--- src/rtl/intsr_pkg.sv ---
package intsr_pkg;

  typedef enum logic [1:0] {
    OP_NONE = 2'd0,
    OP_LOAD = 2'd1,
    OP_SET  = 2'd2,
    OP_CLR  = 2'd3
  } reg_op_e;

  localparam int unsigned MAX_W = 32;

  // Next value of a bit field for a given bus operation, before events.
  function automatic logic [MAX_W-1:0] apply_op(
    input reg_op_e          op,
    input logic [MAX_W-1:0] cur,
    input logic [MAX_W-1:0] wbits
  );
    logic [MAX_W-1:0] res;
    case (op)
      OP_LOAD: res = wbits;
      OP_SET:  res = cur | wbits;
      OP_CLR:  res = cur & ~wbits;
      default: res = cur;
    endcase
    return res;
  endfunction

  // Pending sources: status gated by enable.
  function automatic logic [MAX_W-1:0] gate_pending(
    input logic [MAX_W-1:0] st,
    input logic [MAX_W-1:0] en
  );
    return st & en;
  endfunction

endpackage

--- src/rtl/intsr_decode.sv ---
module intsr_decode
  import intsr_pkg::*;
#(
  parameter int unsigned ADDR_W    = 8,
  parameter logic [7:0]  BASE_ADDR = 8'h40,
  parameter logic [7:0]  SET_OFS   = 8'h04,
  parameter logic [7:0]  CLR_OFS   = 8'h08
) (
  input  logic [ADDR_W-1:0] addr,
  input  logic              wr,
  output reg_op_e           op,
  output logic              rd_hit
);
  localparam logic [ADDR_W-1:0] A_BASE = ADDR_W'(BASE_ADDR);
  localparam logic [ADDR_W-1:0] A_SET  = ADDR_W'(BASE_ADDR + SET_OFS);
  localparam logic [ADDR_W-1:0] A_CLR  = ADDR_W'(BASE_ADDR + CLR_OFS);

  logic hit_base, hit_set, hit_clr;

  assign hit_base = (addr == A_BASE);
  assign hit_set  = (addr == A_SET);
  assign hit_clr  = (addr == A_CLR);
  assign rd_hit   = hit_base | hit_set | hit_clr;

  always_comb begin
    op = OP_NONE;
    if (wr) begin
      if (hit_base)      op = OP_LOAD;
      else if (hit_set)  op = OP_SET;
      else if (hit_clr)  op = OP_CLR;
    end
  end
endmodule

--- src/rtl/intsr_bank.sv ---
module intsr_bank
  import intsr_pkg::*;
#(
  parameter int unsigned W = 8
) (
  input  logic         clk,
  input  logic         rst_n,
  input  reg_op_e      op,
  input  logic [W-1:0] wbits,
  input  logic [W-1:0] evt,
  output logic [W-1:0] q
);
  logic [MAX_W-1:0] cur_ext, wb_ext, nxt_ext;
  logic [W-1:0]     nxt;

  always_comb begin
    cur_ext        = '0;
    wb_ext         = '0;
    cur_ext[W-1:0] = q;
    wb_ext[W-1:0]  = wbits;
    nxt_ext        = apply_op(op, cur_ext, wb_ext);
    // events are ORed after the bus op so they always win
    nxt            = nxt_ext[W-1:0] | evt;
  end

  always_ff @(posedge clk or negedge rst_n) begin
    if (!rst_n) q <= '0;
    else        q <= nxt;
  end
endmodule

--- src/rtl/intsr_irq.sv ---
module intsr_irq
  import intsr_pkg::*;
#(
  parameter int unsigned N_SRC = 8
) (
  input  logic [N_SRC-1:0] status,
  input  logic [N_SRC-1:0] enable,
  output logic [N_SRC-1:0] pending,
  output logic             irq
);
  logic [MAX_W-1:0] st_ext, en_ext, pend_ext;

  always_comb begin
    st_ext            = '0;
    en_ext            = '0;
    st_ext[N_SRC-1:0] = status;
    en_ext[N_SRC-1:0] = enable;
    pend_ext          = gate_pending(st_ext, en_ext);
  end

  for (genvar i = 0; i < N_SRC; i++) begin : g_pend
    assign pending[i] = pend_ext[i];
  end

  assign irq = |pending;
endmodule

--- src/rtl/intsr_ctrl_reg.sv ---
module intsr_ctrl_reg
  import intsr_pkg::*;
#(
  parameter int unsigned N_SRC     = 8,
  parameter int unsigned ADDR_W    = 8,
  parameter logic [7:0]  BASE_ADDR = 8'h40,
  parameter logic [7:0]  SET_OFS   = 8'h04,
  parameter logic [7:0]  CLR_OFS   = 8'h08,
  localparam int unsigned DATA_W   = 2 * N_SRC
) (
  input  logic              clk,
  input  logic              rst_n,
  input  logic [ADDR_W-1:0] bus_addr,
  input  logic              bus_wr,
  input  logic [DATA_W-1:0] bus_wdata,
  output logic [DATA_W-1:0] bus_rdata,
  input  logic [N_SRC-1:0]  evt_pulse,
  output logic              irq_o
);
  localparam int unsigned EN_LSB = N_SRC;

  reg_op_e          wr_op;
  logic             rd_hit;
  logic [N_SRC-1:0] status_q;
  logic [N_SRC-1:0] enable_q;
  logic [N_SRC-1:0] pending;
  logic [DATA_W-1:0] reg_word;

  intsr_decode #(
    .ADDR_W(ADDR_W), .BASE_ADDR(BASE_ADDR),
    .SET_OFS(SET_OFS), .CLR_OFS(CLR_OFS)
  ) u_decode (
    .addr(bus_addr), .wr(bus_wr), .op(wr_op), .rd_hit(rd_hit)
  );

  intsr_bank #(.W(N_SRC)) u_status (
    .clk(clk), .rst_n(rst_n), .op(wr_op),
    .wbits(bus_wdata[N_SRC-1:0]), .evt(evt_pulse), .q(status_q)
  );

  intsr_bank #(.W(N_SRC)) u_enable (
    .clk(clk), .rst_n(rst_n), .op(wr_op),
    .wbits(bus_wdata[EN_LSB +: N_SRC]), .evt('0), .q(enable_q)
  );

  intsr_irq #(.N_SRC(N_SRC)) u_irq (
    .status(status_q), .enable(enable_q), .pending(pending), .irq(irq_o)
  );

  assign reg_word  = {enable_q, status_q};
  assign bus_rdata = rd_hit ? reg_word : '0;
endmodule

--- config.mk ---
export PLATFORM = sky130hd
export DESIGN_NAME = intsr_ctrl_reg
export DESIGN_NICKNAME = d
export VERILOG_FILES = /design/src/rtl/intsr_pkg.sv /design/src/rtl/intsr_decode.sv /design/src/rtl/intsr_bank.sv /design/src/rtl/intsr_irq.sv /design/src/rtl/intsr_ctrl_reg.sv
export SDC_FILE = /design/constraint.sdc
export NUM_CORES = 1
export LEC_CHECK = 0
export CAP_MARGIN = 10
export CORE_MARGIN = 2
export CORE_UTILIZATION = 44
export DETAILED_ROUTE_END_ITERATION = 10
export HOLD_SLACK_MARGIN = 0.08
export PLACE_DENSITY = 0.88
export SLEW_MARGIN = 10
export SYNTH_ARGS = -nofsm -noshare
export SYNTH_HDL_FRONTEND = slang
export SYNTH_HIERARCHICAL = 1
export SYNTH_SLANG_ARGS = --single-unit
--- constraint.sdc ---
create_clock -name clk -period 3.7 [get_ports clk]
set_clock_uncertainty 0.15 [all_clocks]
set_input_delay 0.925 -clock clk [delete_from_list [all_inputs] [get_ports clk]]
set_output_delay 0.925 -clock clk [all_outputs]
set_load 0.02 [all_outputs]
Word level (Yosys, flattened, before mapping)

Index checks and enable logic that the tools add are counted.

Eq/ne operators: 6
Multiplexer cells: 7
Bitwise logic cells: 10
Reduce and logical (&&, ||, !) cells: 2

Operators by type and width:

| operator           | number |
|---|---|
| $pmux 8 s3         | 2 |
| $and 8x8->8        | 3 |
| $eq 8x7->1 const B | 3 |
| $or 8x8->8         | 3 |
| $mux 16            | 1 |
| $not 8->8          | 2 |
| $mux 2             | 4 |
| $reduce_or 8->1    | 1 |
| $eq 2x2->1 const B | 2 |
| $reduce_bool 3->1  | 1 |
| $eq 2x1->1 const B | 1 |
| $or 1x1->1         | 2 |

Register bits: 16
Logic and storage cells: 27

Longest topological paths before layout

Word-level depth: 8
Gate-level depth with buffers: 7
Gate-level depth less buffers: 5

Hierarchy

The synthesis kept the hierarchy.

By module, submodules not included:

| module         | times used | cells an instance | area an instance (um^2) | seq. area each (um^2) |
|---|---|---|---|---|
| intsr_bank     | 2          | 45                | 551.8                   | 200.2 |
| intsr_ctrl_reg | 1          | 18                | 130.1                   | 0.0 |
| intsr_irq      | 1          | 11                | 73.8                    | 0.0 |
| intsr_decode   | 1          | 7                 | 56.3                    | 0.0 |

Worst setup path after synthesis

Ideal clock, no wire load.

Kind: input to output
From: input port bus_addr[5]
To: output port bus_rdata[10]
Data arrival time: 2.259 ns
Data required time: 2.625 ns
Path slack: 0.366 ns
Cell stages on the path: 4
Buffers on the path: 1
Cells stage by stage: or4_4 > a2111oi_2 > buf_6 > and2_1

Word-level cells in the longest chain between the ends: 4
Elaborated cells on any way between the ends: 6
Classes of those cells: 3 x eq/ne; 1 x mux; 2 x bitwise

RTL lines:

| element                              | RTL line                               | RTL |
|---|---|---|
| start: declaration                   | intsr_ctrl_reg.sv:13                   | `input logic [ADDR_W-1:0] bus_addr,` |
| $eq 8x7->1, on equally long branches | intsr_decode.sv:20, intsr_decode.sv:21 |  |
| $or 1x1->1                           | intsr_decode.sv:23                     | `assign rd_hit = hit_base \| hit_set \| hit_clr;` |
| $or 1x1->1 (*)                       | intsr_decode.sv:23                     |  |
| net rd_hit                           | intsr_ctrl_reg.sv:23                   | `logic rd_hit;` |
| $mux 16 (*)                          | intsr_ctrl_reg.sv:51                   | `assign bus_rdata = rd_hit ? reg_word : '0;` |
| end: declaration                     | intsr_ctrl_reg.sv:16                   | `output logic [DATA_W-1:0] bus_rdata,` |

Mark *: on every way through the listed nets, which the timed path passes. The rest lies on a longest branch.

Worst setup path in the final report

From: input port bus_addr[5]
To: output port bus_rdata[11]

Same word-level chain as after synthesis.

==> out/qor.txt <==
wl on met1: 1.54 mm
RSZ-0062 raised after global routing: no
cts-stage hold buffer count: 0
Fill cells: 237
worst hold-check path type: flip-flop to flip-flop
CP endpoint kind: primary output
Top Metal Used: met4
clock latency on the worst-skew pair: 0.28 ns
Die Span Y: 59.7 um
Tot GR Track Use: 21.4%
first-pass GRT wire length: 5.82 mm
critical path required time: 2.62 ns
Avg Synthesized Cell Area: 10.8 um2
H-tree depth: 1
IO Port Bufs: 51
R2R depth: 3
Mapped Cells: 126
number of flops mapped to enable cells by yosys: 0
ranking of synthesized cells by area: dfrtp_1 (29%), mux2_4 (15%), o221ai_2 (15%), nand2b_1 (7.3%), and2_2 (6.6%)
Max-slew headroom: 51.4%
Initial Util: 45.4%
Worst EP arrival: 2.53 ns
power density over the cells: 168 nW/um2
Cell Rows: 20
WL/cell: 16.6 um
final WL: 3.65 mm
max-slew violation count: 0
min cycle time layout: 3.61 ns
fin crit share: 97.5%
Reg area: 400 um2
Ant. Diodes: 0
synth-to-layout area growth: 48.3%
HP Start: u_status/q[6]
Hold Vio Cnt, Final: 0
top cells by instance count after synthesis: dfrtp_1 (16), nand2b_1 (16), nand3_1 (16)
hold endpoint: u_status/q[6]
Worst VDD drop: 0.0000695 V
reg2reg setup slack: 2.47 ns
gpl congestion: 0.912
clock buffer depth: 2
Clock Sink Count: 16
Hold Path Stages: 2
Cells after DPL: 214
worst setup path startpoint: bus_addr[5]
total number of vias: 1,232
Setup CP Type: input port to primary output
Std-Cell Core Area: 3000 um2
top cell type's share of synthesized area: 29.4%
Main synth FF type: dfrtp_1
Netlist cell types: 23
maximum clock rate: 277 MHz
Cell Area, Synth: 1360 um2
CP startpoint kind: input port
Congestion Overflow GR: 0
flops & latches, synth: 16
Worst-path clk slew: 0.09 ns
Die Area: 3560 um2
Ys Warns: 6
endpoints failing setup: 0
drt first pass iters: 4
largest net degree at the start of global routing: 35
Die X: 59.7 um
critical path peak fanout: 8
sequential fraction of the synthesis area: 29.4%
R2R Path End: u_enable/q[4]
drt via density: 5.63
WL met3: 209 um
# DRC: 0
initial antenna violation count: 0
area of the multi-input gates: 951 um2
CTS root buf: clkbuf_4
cts bufs inserted: 3
Hold WS: 0.466 ns
status: finished, final reports clean
leak pwr: 0.754 nW
Non-Filler Instances: 219
Starting DRT DRC Count: 109
I/O Pins: 52
Tightest Pin Transition: 0.727 ns
share of cells above drive strength 1: 40.9%
post-route ant nets: 0
# nets final: 223
Max Cap Viol: 0
CTS tree: yes
area leader, netlist: dfrtp_1
dpl hpwl: 2.58 mm
worst r2r src: u_enable/q[4]
number of global-route vias before repair: 1,232
asr flop ratio synth: 100%
met2 WL: 1.81 mm
cell type report:
type | instances | share of cell area, %
Clock buffer | 3 | 1.11
Inverter | 1 | 0.186
Multi-Input combinational cell | 107 | 47.0
Sequential cell | 16 | 19.8
Tap cell | 33 | 2.04
Timing Repair Buffer | 59 | 29.8
flip-flops by register name (all words and copies together), names as in the netlist:
signal and flops:
u_status/q 8, u_enable/q 8
critical path, stage by stage:
cell,delay (ns)
clkdlybuf4s50_1,0.40
or4_4,0.44
a2111oi_4,0.27
buf_4,0.23
and2_1,0.15
buf_6,0.12
layer usage:
metal | GRT usage (%) | vias up
met5 | 0 | -
met4 | 10.5 | 0
met3 | 2.38 | 10
met2 | 35.9 | 47
met1 | 27.2 | 598
li1 | - | 577
where the power goes:
part	leakage [nW]	internal, mW	total, mW	switching, mW
Combinational	0.599	0.0456	0.0717	0.0261
Clock	0.0138	0.0377	0.0911	0.0534
Sequential	0.140	0.176	0.177	0.00128
Total	0.754	0.259	0.340	0.0808
metrics by stage:
step / area (um2) / utilization, % / setup slack [ns] / power [mW] / setup TNS (ns)
2_1_floorplan: 1390 / - / 0.366 / 0.196 / 0
4_1_cts: 2020 / 67.2 / 0.0560 / 0.343 / 0
3_5_place_dp: 1940 / 64.5 / -0.491 / 0.250 / -7.37
6_report: 2020 / 67.3 / 0.0916 / 0.340 / 0
3_3_place_gp: 1940 / 64.5 / -0.432 / 0.248 / -6.69
5_1_grt: 2020 / 67.3 / 0.0424 / 0.354 / 0
what timing repair did:
| item | CTS | global route |
|---|---|---|
| gates resized for setup | 112 | 1 |
| pin swaps | 2 | 1 |
| cloned | 1 | 0 |
| setup buffers | 1 | 0 |
| endpoints found under the setup margin | 16 | 16 |
kinds of logic (layout without fill, tap and decap cells):
kind of cell    Yosys count  after routing  share of synthesized area [%]
buf+inv                  10             63                           5.69
mux                      14             14                           15.4
xor+xnor                  1              1                          0.642
simple gates             63             63                           29.2
flops                    16             16                           29.4
other cells               1              8                          0.275
compound gates           21             21                           19.4
cell usage in the layout, fill, tap and decap left out:
master           count
buf_12               1
or2_2                1
and2_1               8
clkdlybuf4s50_1     32
clkbuf_4             3
and2_2               5
and2_4              11
or4_1                2
dlygate4sd2_1        3
o21bai_1             2
xnor2_1              1
o221ai_2            14
o31ai_1              2
a2111oi_4            1
a21oi_1              2
nand2b_1            16
inv_1                1
dfrtp_1             16
conb_1               8
mux2_4              14
nand3b_1             1
buf_6               17
buf_4                6
or4_4                1
nor3_2               2
nand3_1             16
worst max path at each step:
stage                     cells past startpoint       endpoint  slack [ns]
after global routing                          6  bus_rdata[11]        0.04
after CTS                                     6   bus_rdata[8]        0.06
after detailed placement                      6   bus_rdata[9]       -0.49
after floorplan                               4  bus_rdata[10]        0.37
final                                         6  bus_rdata[11]        0.09
after global placement                        6  bus_rdata[11]       -0.43
Note: power is estimated with default switching activity, not from simulation.
